File: config.mk
export PLATFORM = sky130hd
export DESIGN_NAME = trig_match_unit
export DESIGN_NICKNAME = d
export VERILOG_FILES = /design/src/rtl/trm_pkg.sv /design/src/rtl/trm_cfg_regs.sv /design/src/rtl/trm_compare.sv /design/src/rtl/trm_occ_counter.sv /design/src/rtl/trig_match_unit.sv
export SDC_FILE = /design/constraint.sdc
export NUM_CORES = 1
export LEC_CHECK = 0
export ABC_AREA = 1
export BUFFER_PORTS_ARGS = -buffer_cell sky130_fd_sc_hd__buf_2
export CELL_PAD_IN_SITES_DETAIL_PLACEMENT = 2
export CELL_PAD_IN_SITES_GLOBAL_PLACEMENT = 2
export CORE_ASPECT_RATIO = 1.75
export CORE_MARGIN = 3
export CORE_UTILIZATION = 33
export DETAILED_ROUTE_END_ITERATION = 6
export HOLD_SLACK_MARGIN = 0.02
export PLACE_DENSITY = 0.79
export SYNTH_ARGS = -nofsm -noshare
export SYNTH_HDL_FRONTEND = slang
export SYNTH_HIERARCHICAL = 1
export SYNTH_SLANG_ARGS = --single-unit
File: constraint.sdc
create_clock -name clk -period 2.5 [get_ports clk]
set_input_delay 0.25 -clock clk [delete_from_list [all_inputs] [get_ports clk]]
set_output_delay 0.25 -clock clk [all_outputs]
set_load 0.005 [all_outputs]
File: src/rtl/trm_pkg.sv
package trm_pkg;

  typedef enum logic [2:0] {
    CLS_BASIC   = 3'd0,
    CLS_BASIC_E = 3'd1,
    CLS_EXT     = 3'd2,
    CLS_EXT_E   = 3'd3,
    CLS_RANGE   = 3'd4,
    CLS_RANGE_E = 3'd5,
    CLS_OFF6    = 3'd6,
    CLS_OFF7    = 3'd7
  } cls_e;

  typedef enum logic [2:0] {
    REL_EQ  = 3'd0,
    REL_NE  = 3'd1,
    REL_GT  = 3'd2,
    REL_GE  = 3'd3,
    REL_LT  = 3'd4,
    REL_LE  = 3'd5,
    REL_NO6 = 3'd6,
    REL_NO7 = 3'd7
  } rel_e;

  localparam logic [2:0] A_MODE  = 3'd0;
  localparam logic [2:0] A_VALUE = 3'd1;
  localparam logic [2:0] A_CARE  = 3'd2;
  localparam logic [2:0] A_RISE  = 3'd3;
  localparam logic [2:0] A_FALL  = 3'd4;
  localparam logic [2:0] A_LOW   = 3'd5;
  localparam logic [2:0] A_HIGH  = 3'd6;
  localparam logic [2:0] A_TGT   = 3'd7;

  // True when every bit selected by msk agrees between cur and val.
  function automatic logic lvl_match(logic [63:0] cur, logic [63:0] val, logic [63:0] msk);
    return ((cur ^ val) & msk) == 64'd0;
  endfunction

  // Edge requirement over the bits selected by re/fe.
  function automatic logic edge_hold(logic [63:0] cur, logic [63:0] prv, logic pv,
                                     logic [63:0] re, logic [63:0] fe);
    logic [63:0] sel;
    logic [63:0] seen;
    sel  = re | fe;
    seen = (re & ~prv & cur) | (fe & prv & ~cur);
    if (sel == 64'd0) return 1'b1;
    return pv && (seen == sel);
  endfunction

  // Unsigned relation between the masked probe a and masked reference b.
  function automatic logic rel_hold(logic [63:0] a, logic [63:0] b, rel_e r);
    case (r)
      REL_EQ:  return a == b;
      REL_NE:  return a != b;
      REL_GT:  return a >  b;
      REL_GE:  return a >= b;
      REL_LT:  return a <  b;
      REL_LE:  return a <= b;
      default: return 1'b0;
    endcase
  endfunction

endpackage

File: src/rtl/trm_cfg_regs.sv
module trm_cfg_regs
  import trm_pkg::*;
#(
  parameter int WIDTH = 16,
  parameter int CW    = 4
) (
  input  logic             clk,
  input  logic             rst_n,
  input  logic             we_i,
  input  logic [2:0]       addr_i,
  input  logic [WIDTH-1:0] wdata_i,
  output cls_e             cls_o,
  output rel_e             rel_o,
  output logic [WIDTH-1:0] val_o,
  output logic [WIDTH-1:0] care_o,
  output logic [WIDTH-1:0] rise_o,
  output logic [WIDTH-1:0] fall_o,
  output logic [WIDTH-1:0] lo_o,
  output logic [WIDTH-1:0] hi_o,
  output logic [CW-1:0]    tgt_o
);

  always_ff @(posedge clk or negedge rst_n) begin
    if (!rst_n) begin
      cls_o  <= CLS_OFF7;
      rel_o  <= REL_EQ;
      val_o  <= '0;
      care_o <= '0;
      rise_o <= '0;
      fall_o <= '0;
      lo_o   <= '0;
      hi_o   <= '0;
      tgt_o  <= '0;
    end else if (we_i) begin
      case (addr_i)
        A_MODE: begin
          cls_o <= cls_e'(wdata_i[2:0]);
          rel_o <= rel_e'(wdata_i[5:3]);
        end
        A_VALUE: val_o  <= wdata_i;
        A_CARE:  care_o <= wdata_i;
        A_RISE:  rise_o <= wdata_i;
        A_FALL:  fall_o <= wdata_i;
        A_LOW:   lo_o   <= wdata_i;
        A_HIGH:  hi_o   <= wdata_i;
        default: tgt_o  <= wdata_i[CW-1:0];
      endcase
    end
  end

endmodule

File: src/rtl/trm_compare.sv
module trm_compare
  import trm_pkg::*;
#(
  parameter int WIDTH  = 16,
  parameter bit EXT_OK = 1'b1,
  parameter bit GRP_ON = 1'b1
) (
  input  logic             clk,
  input  logic             rst_n,
  input  logic [WIDTH-1:0] probe_i,
  input  cls_e             cls_i,
  input  rel_e             rel_i,
  input  logic [WIDTH-1:0] val_i,
  input  logic [WIDTH-1:0] care_i,
  input  logic [WIDTH-1:0] rise_i,
  input  logic [WIDTH-1:0] fall_i,
  input  logic [WIDTH-1:0] lo_i,
  input  logic [WIDTH-1:0] hi_i,
  output logic             raw_o
);

  logic [WIDTH-1:0] prev;
  logic             pv;

  always_ff @(posedge clk or negedge rst_n) begin
    if (!rst_n) begin
      prev <= '0;
      pv   <= 1'b0;
    end else begin
      prev <= probe_i;
      pv   <= 1'b1;
    end
  end

  logic             edge_mode;
  logic [WIDTH-1:0] edge_bits;
  logic [WIDTH-1:0] lvl_mask;
  logic [WIDTH-1:0] masked;
  logic [WIDTH-1:0] ref_m;
  logic             lvl_ok, edge_ok, rel_ok, rng_ok;
  logic             cls_hit, cls_allowed;

  assign edge_mode = (cls_i == CLS_BASIC_E) || (cls_i == CLS_EXT_E) || (cls_i == CLS_RANGE_E);
  assign edge_bits = rise_i | fall_i;
  assign lvl_mask  = edge_mode ? (care_i & ~edge_bits) : care_i;
  assign masked    = probe_i & care_i;
  assign ref_m     = val_i & care_i;

  assign lvl_ok  = lvl_match(64'(probe_i), 64'(val_i), 64'(lvl_mask));
  assign edge_ok = edge_hold(64'(probe_i), 64'(prev), pv, 64'(rise_i), 64'(fall_i));
  assign rel_ok  = rel_hold(64'(masked), 64'(ref_m), rel_i);
  assign rng_ok  = (masked >= lo_i) && (masked <= hi_i);

  always_comb begin
    case (cls_i)
      CLS_BASIC:   cls_hit = lvl_ok;
      CLS_BASIC_E: cls_hit = lvl_ok && edge_ok;
      CLS_EXT:     cls_hit = rel_ok;
      CLS_EXT_E:   cls_hit = rel_ok && edge_ok;
      CLS_RANGE:   cls_hit = rng_ok;
      CLS_RANGE_E: cls_hit = rng_ok && edge_ok;
      default:     cls_hit = 1'b0;
    endcase
  end

  assign cls_allowed = EXT_OK || (cls_i == CLS_BASIC) || (cls_i == CLS_BASIC_E);
  assign raw_o       = GRP_ON && cls_allowed && cls_hit;


  edge_needs_history_chk: assert property (@(posedge clk) disable iff (!rst_n)
    (edge_mode && (|edge_bits) && !pv) |-> !raw_o);


  off_class_silent_chk: assert property (@(posedge clk) disable iff (!rst_n)
    ((cls_i == CLS_OFF6) || (cls_i == CLS_OFF7)) |-> !raw_o);

endmodule

File: src/rtl/trm_occ_counter.sv
module trm_occ_counter #(
  parameter int CNT_W = 4,
  parameter int CW    = (CNT_W == 0) ? 1 : CNT_W
) (
  input  logic          clk,
  input  logic          rst_n,
  input  logic          arm_i,
  input  logic          match_i,
  input  logic [CW-1:0] tgt_i,
  output logic          hit_o
);

  generate
    if (CNT_W == 0) begin : g_single
      always_ff @(posedge clk or negedge rst_n) begin
        if (!rst_n) hit_o <= 1'b0;
        else        hit_o <= match_i && !arm_i;
      end


      every_hit_chk: assert property (@(posedge clk) disable iff (!rst_n)
        hit_o == $past(match_i && !arm_i));
    end else begin : g_count
      logic [CW-1:0] cnt;
      logic [CW:0]   nxt;
      logic [CW:0]   tgt_eff;

      assign nxt     = {1'b0, cnt} + 1'b1;
      assign tgt_eff = (tgt_i == '0) ? {{CW{1'b0}}, 1'b1} : {1'b0, tgt_i};

      always_ff @(posedge clk or negedge rst_n) begin
        if (!rst_n) begin
          cnt   <= '0;
          hit_o <= 1'b0;
        end else if (arm_i) begin
          cnt   <= '0;
          hit_o <= 1'b0;
        end else if (match_i) begin
          if (nxt >= tgt_eff) begin
            cnt   <= '0;
            hit_o <= 1'b1;
          end else begin
            cnt   <= nxt[CW-1:0];
            hit_o <= 1'b0;
          end
        end else begin
          hit_o <= 1'b0;
        end
      end


      hit_has_cause_chk: assert property (@(posedge clk) disable iff (!rst_n)
        hit_o |-> ($past(match_i) && !$past(arm_i)));


      arm_clears_chk: assert property (@(posedge clk) disable iff (!rst_n)
        arm_i |=> ((cnt == '0) && !hit_o));
    end
  endgenerate

endmodule

File: src/rtl/trig_match_unit.sv
module trig_match_unit
  import trm_pkg::*;
#(
  parameter int WIDTH  = 16,
  parameter int CNT_W  = 4,
  parameter bit EXT_OK = 1'b1,
  parameter bit ENABLE = 1'b1
) (
  input  logic             clk,
  input  logic             rst_n,
  input  logic             arm_i,
  input  logic             cfg_we_i,
  input  logic [2:0]       cfg_addr_i,
  input  logic [WIDTH-1:0] cfg_wdata_i,
  input  logic [WIDTH-1:0] probe_i,
  output logic             match_o
);

  localparam int CW = (CNT_W == 0) ? 1 : CNT_W;

  cls_e             cls_w;
  rel_e             rel_w;
  logic [WIDTH-1:0] val_w, care_w, rise_w, fall_w, lo_w, hi_w;
  logic [CW-1:0]    tgt_w;
  logic             raw_hit;

  trm_cfg_regs #(.WIDTH(WIDTH), .CW(CW)) u_cfg (
    .clk    (clk),
    .rst_n  (rst_n),
    .we_i   (cfg_we_i),
    .addr_i (cfg_addr_i),
    .wdata_i(cfg_wdata_i),
    .cls_o  (cls_w),
    .rel_o  (rel_w),
    .val_o  (val_w),
    .care_o (care_w),
    .rise_o (rise_w),
    .fall_o (fall_w),
    .lo_o   (lo_w),
    .hi_o   (hi_w),
    .tgt_o  (tgt_w)
  );

  trm_compare #(.WIDTH(WIDTH), .EXT_OK(EXT_OK), .GRP_ON(ENABLE)) u_cmp (
    .clk    (clk),
    .rst_n  (rst_n),
    .probe_i(probe_i),
    .cls_i  (cls_w),
    .rel_i  (rel_w),
    .val_i  (val_w),
    .care_i (care_w),
    .rise_i (rise_w),
    .fall_i (fall_w),
    .lo_i   (lo_w),
    .hi_i   (hi_w),
    .raw_o  (raw_hit)
  );

  trm_occ_counter #(.CNT_W(CNT_W), .CW(CW)) u_occ (
    .clk    (clk),
    .rst_n  (rst_n),
    .arm_i  (arm_i),
    .match_i(raw_hit),
    .tgt_i  (tgt_w),
    .hit_o  (match_o)
  );

  generate
    if (!ENABLE) begin : g_off

      off_group_quiet_chk: assert property (@(posedge clk) disable iff (!rst_n)
        !match_o);
    end
    if (!EXT_OK) begin : g_narrow

      narrow_no_ext_chk: assert property (@(posedge clk) disable iff (!rst_n)
        ((cls_w != CLS_BASIC) && (cls_w != CLS_BASIC_E)) |=> !match_o);
    end
  endgenerate

endmodule

Word-level counts from Yosys, hierarchy flattened. Cells that the tools add are included.

$add $sub $neg: 1. $mul: 0. Divide/modulo/power cells: 0. $lt $le $gt $ge: 7. Equal/unequal tests: 19. Shifts and indexed selects: 0. Multiplexer cells: 13. Bitwise gates (word level): 16. Reduce and logical (&&, ||, !) cells: 23.

Operators with widths (count): $and 64x16->64 (2); $logic_not 64->1 (2); $not 16->64 (2); $and 16x16->16 (4); $and 16x64->64 (1); $and 64x64->64 (1); $eq 64x64->1 (1); $or 64x64->64 (1); $ge 16x16->1 (2); $le 16x16->1 (2); $or 16x16->16 (2); $eq 3x3->1 const B (7); $eq 3x2->1 const B (6); $eq 16x16->1 (1); $gt 16x16->1 (1); $lt 16x16->1 (1); $mux 16 (1); $mux 4 (4); $ne 16x16->1 (1); $not 16->16 (1); $reduce_and 2->1 (8); $xor 16x16->16 (1); $pmux 1 s6 (2); $eq 3x1->1 const B (3); other kinds (10) (22).

Register bits after elaboration: 128. Bits in latches: 0. Bits in writable memories: 0. Memory bits (read-only): 0. Input port bits: 39. Memories: 0.

Depth between registers and ports, before layout. Gate-level depths: netlist of run 1.

Depth after elaboration: 11. Depth in mapped cells: 25. Gate-level depth less buffers: 25.

By module. The synthesis of run 1 kept the hierarchy.

Modules (own cells, without submodules): trm_cfg_regs (times used 1, cells an instance 474, area an instance 4147.7 um^2); trm_compare (times used 1, cells an instance 434, area an instance 2767.7 um^2); trm_occ_counter (times used 1, cells an instance 53, area an instance 395.4 um^2).

Worst setup path after synthesis of run 1. OpenSTA, ideal clock, no wires.

Kind: reg-to-reg. From: register u_cfg.care_o[11]. To: register u_occ.g_count.cnt[3]. Library setup time: 65 ps. Arrival time: 2279 ps. Data required time: 2435 ps. Setup slack: 156 ps. Stages on the path, launching flop included: 21. Path buffers: 0. Cells stage by stage: dfrtp_1 -> nand2_1 -> inv_1 -> ha_1 -> nand2_1 -> inv_2 -> nand3_1 -> nor2_1 -> nand4_1 -> a21oi_1 -> clkinv_1 -> nand2_1 -> nand2_1 -> nand3_1 -> nand2_1 -> nand2_1 -> nor2_2 -> or2_4 -> nor2_2 -> nand3_1 -> nand2_1.

Word-level cells in the longest chain between the ends: 7.

RTL lines: start: declaration (line trm_cfg_regs.sv:15) `output logic [WIDTH-1:0] care_o,`; start signal: assignment (line trm_cfg_regs.sv:41) `A_CARE: care_o <= wdata_i;`; parallel branches: the longest is 5 deep, another holds $le 16x16->1; $pmux 1 s6 * (line trm_compare.sv:55) `case (cls_i)`; named net raw_hit (line trig_match_unit.sv:25) `logic raw_hit;`; $reduce_bool 2->1 (no line) *; end signal: assignment (line trm_occ_counter.sv:43) `cnt <= nxt[CW-1:0];`; end: declaration (line trm_occ_counter.sv:24) `logic [CW-1:0] cnt;`.

Mark *: on every way through the listed nets, which the timed path passes. A chain may end at the register's enable or synchronous reset.

Final worst setup path of run 1.
From: register u_cfg.care_o[15]. To: register u_occ.g_count.cnt[0].

Same word-level chain as after synthesis.

==> flow_summary.toml, run 1 <==
[run_status]
failed_checks = "setup timing"
status = "finished with violations"

[yosys]
avgSynthCellArea_um2 = 7.61
ys_warn_count = 6
synth_ff_type = "dfrtp_1"
syn-num-nets = 1050
syn-cell-area_um2 = 7310
async_reset_ff_share_pct = 100
synthCells = 961
synth_edf_count = 0
ys_seq_area_share_pct = 43.9
synth-seq-cells = 128
synth_cell_types = 46

[timing]
worst_pin_slew_ns = 0.781
fin_skew_ns = 0.00376
timing.fmax_ghz = 0.347
fin_ws_ns = -0.384
min_period_ns = 2.88
maxSlewViolCount = 0
timing.final.crit_share_pct = 115
max_slew_margin_pct = 47.9
finalSetupViolCount = 5
rsz0062_at_grt = "true"
hold_viol = 0

[placement]
numPortBuffers = 39
placedInstanceArea_um2 = 8370
finalWeightedCongestion = 0.823
dp_hpwl_um = 21400

[clocking]
root_buffer = "clkbuf_16"
clock_sinks = 128
cts_tree = "yes"
path_clk_slew_ns = 0.06
numCtsBuffers = 17
clk_latency_ns = 0.43
cts.htree.levels = 4
clockBufferDepth = 2

[setup_path]
startpoint = "u_cfg/care_o[15]$_DFFE_PN0P_"
crit_type = "flop to flop"
endpoint_kind = "flop"
rr_startpoint = "u_cfg/care_o[15]$_DFFE_PN0P_"
critPathMaxFanout = 5
crit_required_ns = 2.87
critPathLaunchType = "flop"
arrival_ns = 3.25

[drt]
wl_per_cell_um = 21.7
first_pass_iters = 5
wl_um = 30100
drc = 0
drtIter0Drc = 264
avgViaCountPerCell = 5.23
num_vias = 7231
drtAntennaViolNets = 0

[finish]
n_fill_cell = 2553
design_area_um2 = 9140
final_common_cell = "nand2_1"
final_nets = 1166
drive_above_1_share_pct = 19.8
antenna_cells = 0
final_util_pct = 42.2
area_growth_pct = 25.0
mostFrequentLayoutCells = "391 x nand2_1, 125 x dfrtp_1, 83 x inv_1, 81 x nand3_1, 76 x buf_4"

[worst_hold_path]
min_from = "probe_i[10]"
hp-class = "input port to flop"

[global_routing]
grt_pass1_vias = 8373
grt_remaining_overflow = 0
grt_pass1_wl_um = 46600
grt_start_max_net_pins = 60
antenna_found_initial = 0
grt.total_usage_pct = 25.7

[floorplanning]
start_util_pct = 33.7
dieWidth_um = 119
rows = 71
die_area_um2 = 24000
core_um2 = 21700
ios = 40
die_h_um = 203

[power_and_ir_drop]
p_total_uw = 7590
ir_worst_vdd_uv = 336
p_per_area_nw_per_um2 = 830
leakagePower_uw = 0.00491

[run]
drv_cap = 0
## final cells by class
type	count	area [µm²]	area share, %
clock buffer	18	439	4.81
clock inverter	14	141	1.55
inverter	96	363	3.97
multi-input combinational	713	3750	41.0
sequential	128	3210	35.1
tap	292	365	4.00
timing repair buffer	121	872	9.54
## registers in the layout (all words and copies together), names as in the netlist, 4 cells and up
register / cells
u_cfg/rise_o: 16
u_cfg/fall_o: 16
u_cfg/hi_o: 16
u_cmp/prev: 16
u_cfg/val_o: 16
u_occ/g_count.cnt: 4
u_cfg/care_o: 16
u_cfg/tgt_o: 4
u_cfg/lo_o: 16
## synth_stat cells, types with 4 or more instances
cell type	n	area (µm²)
a21oi_1	23	115
a311oi_1	7	61.3
buf_2	15	75.1
clkbuf_1	5	18.8
dfrtp_1	125	3130
ha_1	50	626
inv_1	88	330
inv_2	7	26.3
nand2_1	398	1490
nand2_2	7	43.8
nand3_1	82	410
nand4_1	12	75.1
nor2_1	56	210
nor2_2	5	31.3
nor3_1	13	65.1
o211ai_1	10	75.1
o211ai_2	6	75.1
o21ai_0	4	20.0
o221ai_1	4	35.0
xor2_1	6	52.6
## where the power goes
part	switching [µW]	internal [µW]
logic	1460	920
clock network	989	1490
registers	297	2430
## worst max-delay path, cell delays in order (launching register included)
cell and delay, ns:
dfrtp_1 0.42, nand2_2 0.14, ha_4 0.33, nand4_1 0.19, nor2_2 0.24, nand4_1 0.27, nand3_1 0.17, nand2_1 0.06
nand2_1 0.09, nor2_2 0.05, nand2_2 0.07, nand2_1 0.05, nand3_1 0.07, nand2_1 0.06, nand2_2 0.07, nor2_2 0.04
or2_4 0.26, nor2_2 0.10, nand3_1 0.09, nand2_1 0.06
## kinds of logic after synthesis
logic type / count (synthesis) / share of synthesized area, %
other: 1 / 0.0513
xor gates and xnor gates: 7 / 0.839
buffers and inverters: 120 / 6.57
AOI/OAI and AO/OA: 73 / 7.33
adders and majority gates: 50 / 8.56
and+or+nand+nor: 582 / 32.8
DFF: 128 / 43.9
## final timing paths
kind                       cells past startpoint  slack [ns]                               end
max reg2reg                                   19       -0.38  u_occ/g_count.cnt[0]$_DFFE_PN0P_
min reg2reg                                    2        0.47        u_cfg/tgt_o[2]$_DFFE_PN0P_
max                                           19       -0.38  u_occ/g_count.cnt[0]$_DFFE_PN0P_
min in group asynchronous                      2        0.37        u_cfg/hi_o[15]$_DFFE_PN0P_
min                                            2        0.08          u_cmp/prev[10]$_DFF_PN0_
max in group asynchronous                      3        1.37         u_cfg/lo_o[3]$_DFFE_PN0P_
## routing by layer
layer  part of all wire, %  GRT usage, %
met2                    55          49.5
met4                   6.7          16.5
met1                    35          24.7
met3                   3.1          4.29
met5                     0             0
## what timing repair did
action | in CTS | in global routing
gates resized for setup | 21 | 9
gates cloned | 0 | 0
endpoints found under the hold margin | 57 | 0
pin swaps | 13 | 8
endpoints found under the setup margin | 5 | 5
hold buffers | 2 | 0
buffers inserted | 5 | 1
## stage by stage
step,hold slack [ns],worst slack (ns),instances,TNS [ns]
2_1_floorplan,-0.0456,0.156,961,0
3_3_place_gp,0.281,-0.226,1342,-0.992
3_5_place_dp,0.295,-0.495,1342,-2.34
4_1_cts,0.0548,-0.247,1381,-1.11
5_1_grt,0.0679,-0.549,1382,-2.53
6_report,0.0837,-0.384,1382,-1.72
Note: power is estimated with default switching activity, not from simulation.
==> run 2, diff against run 1 <==
GPL_TIMING_DRIVEN = 0   (was unset)
SLEW_MARGIN = 40   (was unset)
==> flow_summary.toml, run 2 (synthesis results as in run 1) <==
[clocking]
root_buffer = "clkbuf_16"
clk_latency_ns = 0.44
numCtsBuffers = 17
clockBufferDepth = 2
cts.htree.levels = 4
path_clk_slew_ns = 0.06
clock_sinks = 128
cts_tree = "yes"

[timing]
hold-worst-slack_ns = 0.139
finalSetupViolCount = 5
max_slew_margin_pct = 50.3
fin_tns_setup_ns = -1.28
hold_viol = 0
timing.final.crit_share_pct = 111
timing.fmax_ghz = 0.360
worst_pin_slew_ns = 0.746
maxSlewViolCount = 0
rsz0062_at_grt = "true"
min_period_ns = 2.78
fin_skew_ns = 0.00708
fin_ws_ns = -0.281

[drt]
num_vias = 7066
wl_um = 28400
avgViaCountPerCell = 5.21
first_pass_iters = 4
drtIter0Drc = 303
drtAntennaViolNets = 0
wl_per_cell_um = 20.9
drc = 0

[global_routing]
use_met3_pct = 3.82
grt_pass1_wl_um = 44900
busiest_layer = "met2"
grt_remaining_overflow = 0
grt_start_max_net_pins = 53
antenna_found_initial = 0
grt.total_usage_pct = 24.4
grt_pass1_vias = 8056
grtUsageMet1_pct = 24.8
grtUsageMet2_pct = 47.7

[run_status]
status = "finished with violations"
failed_checks = "setup timing"

[worst_hold_path]
hp-class = "input port to flop"
min_path_cells = 3

[setup_path]
arrival_ns = 3.15
critPathLaunchType = "flop"
crit_type = "flop to flop"
rr_worst_depth = 24
endpoint_kind = "flop"
rrSetupSlack_ns = -0.28
critPathMaxFanout = 5
crit_required_ns = 2.87

[placement]
finalWeightedCongestion = 0.770
numPortBuffers = 35
dp_hpwl_um = 19900
placedInstanceArea_um2 = 7910

[floorplanning]
die_h_um = 203
start_util_pct = 33.7
rows = 71
ios = 40
core_um2 = 21700
die_area_um2 = 24000
dieWidth_um = 119

[power_and_ir_drop]
p_total_uw = 7740
p_per_area_nw_per_um2 = 850
leakagePower_uw = 0.00478
ir_worst_vdd_uv = 503

[finish]
final_nets = 1139
drive_above_1_share_pct = 17.9
antenna_cells = 0
final_common_cell = "nand2_1"
n_fill_cell = 2551
multi_input_area_um2 = 3880
design_area_um2 = 9110
area_growth_pct = 24.6
ff_latch_area_um2 = 3210
mostFrequentLayoutCells = "388 x nand2_1, 125 x dfrtp_1, 78 x inv_1, 78 x nand3_1, 51 x nor2_1"

[run]
drv_cap = 0
-- run 2: worst max-delay path, cell delays in order (launching register included) --
cell and delay (ns):
dfrtp_1 0.41, nand2_2 0.12, inv_4 0.06, ha_4 0.26, inv_2 0.03, o21bai_1 0.16, nand3_1 0.11, nand2_1 0.12
nand2_1 0.09, nand2_2 0.09, nand2_4 0.08, nand2_2 0.08, nand3_2 0.06, nand2_1 0.09, nor2_2 0.04, nand2_2 0.07
nand2_1 0.05, nand3_1 0.07, nand2_1 0.06, nand2_2 0.10, nor2_4 0.04, or2_4 0.26, nor2_2 0.12, nand3_1 0.08
nand2_1 0.07
-- run 2: power by group --
part / switching (µW) / internal, µW / leakage (µW)
Combinational: 1420 / 845 / 0.00290
Sequential: 330 / 2430 / 0.00159
Clock: 1020 / 1690 / 0.000287
Total: 2770 / 4970 / 0.00478
-- run 2: metal layers --
metal  share of wire (%)  wire, µm
met1                  36     10300
met4                 4.4      1240
met5                   0         0
met3                 2.3       666
met2                  57     16100
-- run 2: cell type report --
type	count	area share, %
buffer	24	1.32
clock buffer	19	4.86
clock inverter	13	2.06
inverter	96	4.04
multi-input combinational	713	42.6
sequential	128	35.2
tap	292	4.01
timing repair buffer	70	5.96
-- run 2: worst paths after layout --
kind / endpoint / startpoint
max: u_occ/g_count.cnt[3]$_DFFE_PN0P_ / u_cfg/care_o[1]$_DFFE_PN0P_
min: u_cfg/lo_o[7]$_DFFE_PN0P_ / cfg_wdata_i[7]
max reg2reg: u_occ/g_count.cnt[3]$_DFFE_PN0P_ / u_cfg/care_o[1]$_DFFE_PN0P_
min reg2reg: u_cfg/lo_o[5]$_DFFE_PN0P_ / u_cfg/lo_o[5]$_DFFE_PN0P_
max in group asynchronous: u_cfg/cls_o[2]$_DFFE_PN1P_ / rst_n
min in group asynchronous: u_cfg/lo_o[14]$_DFFE_PN0P_ / rst_n
-- run 2: repair_timing --
action,CTS,global route
gates resized for setup,55,8
pin swaps,27,14
hold buffers,16,1
hold endpoints to repair,55,1
buffers inserted,14,3
endpoints found under the setup margin,5,5
-- run 2: per-stage QoR --
stage / worst slack, ns / instances / util [%]
after floorplan: 0.156 / 961 / -
after global placement: -0.775 / 1288 / 36.2
after detailed placement: -0.782 / 1290 / 36.5
after CTS: -0.216 / 1351 / 41.8
after global routing: -0.470 / 1355 / 42.0
final: -0.281 / 1355 / 42.0
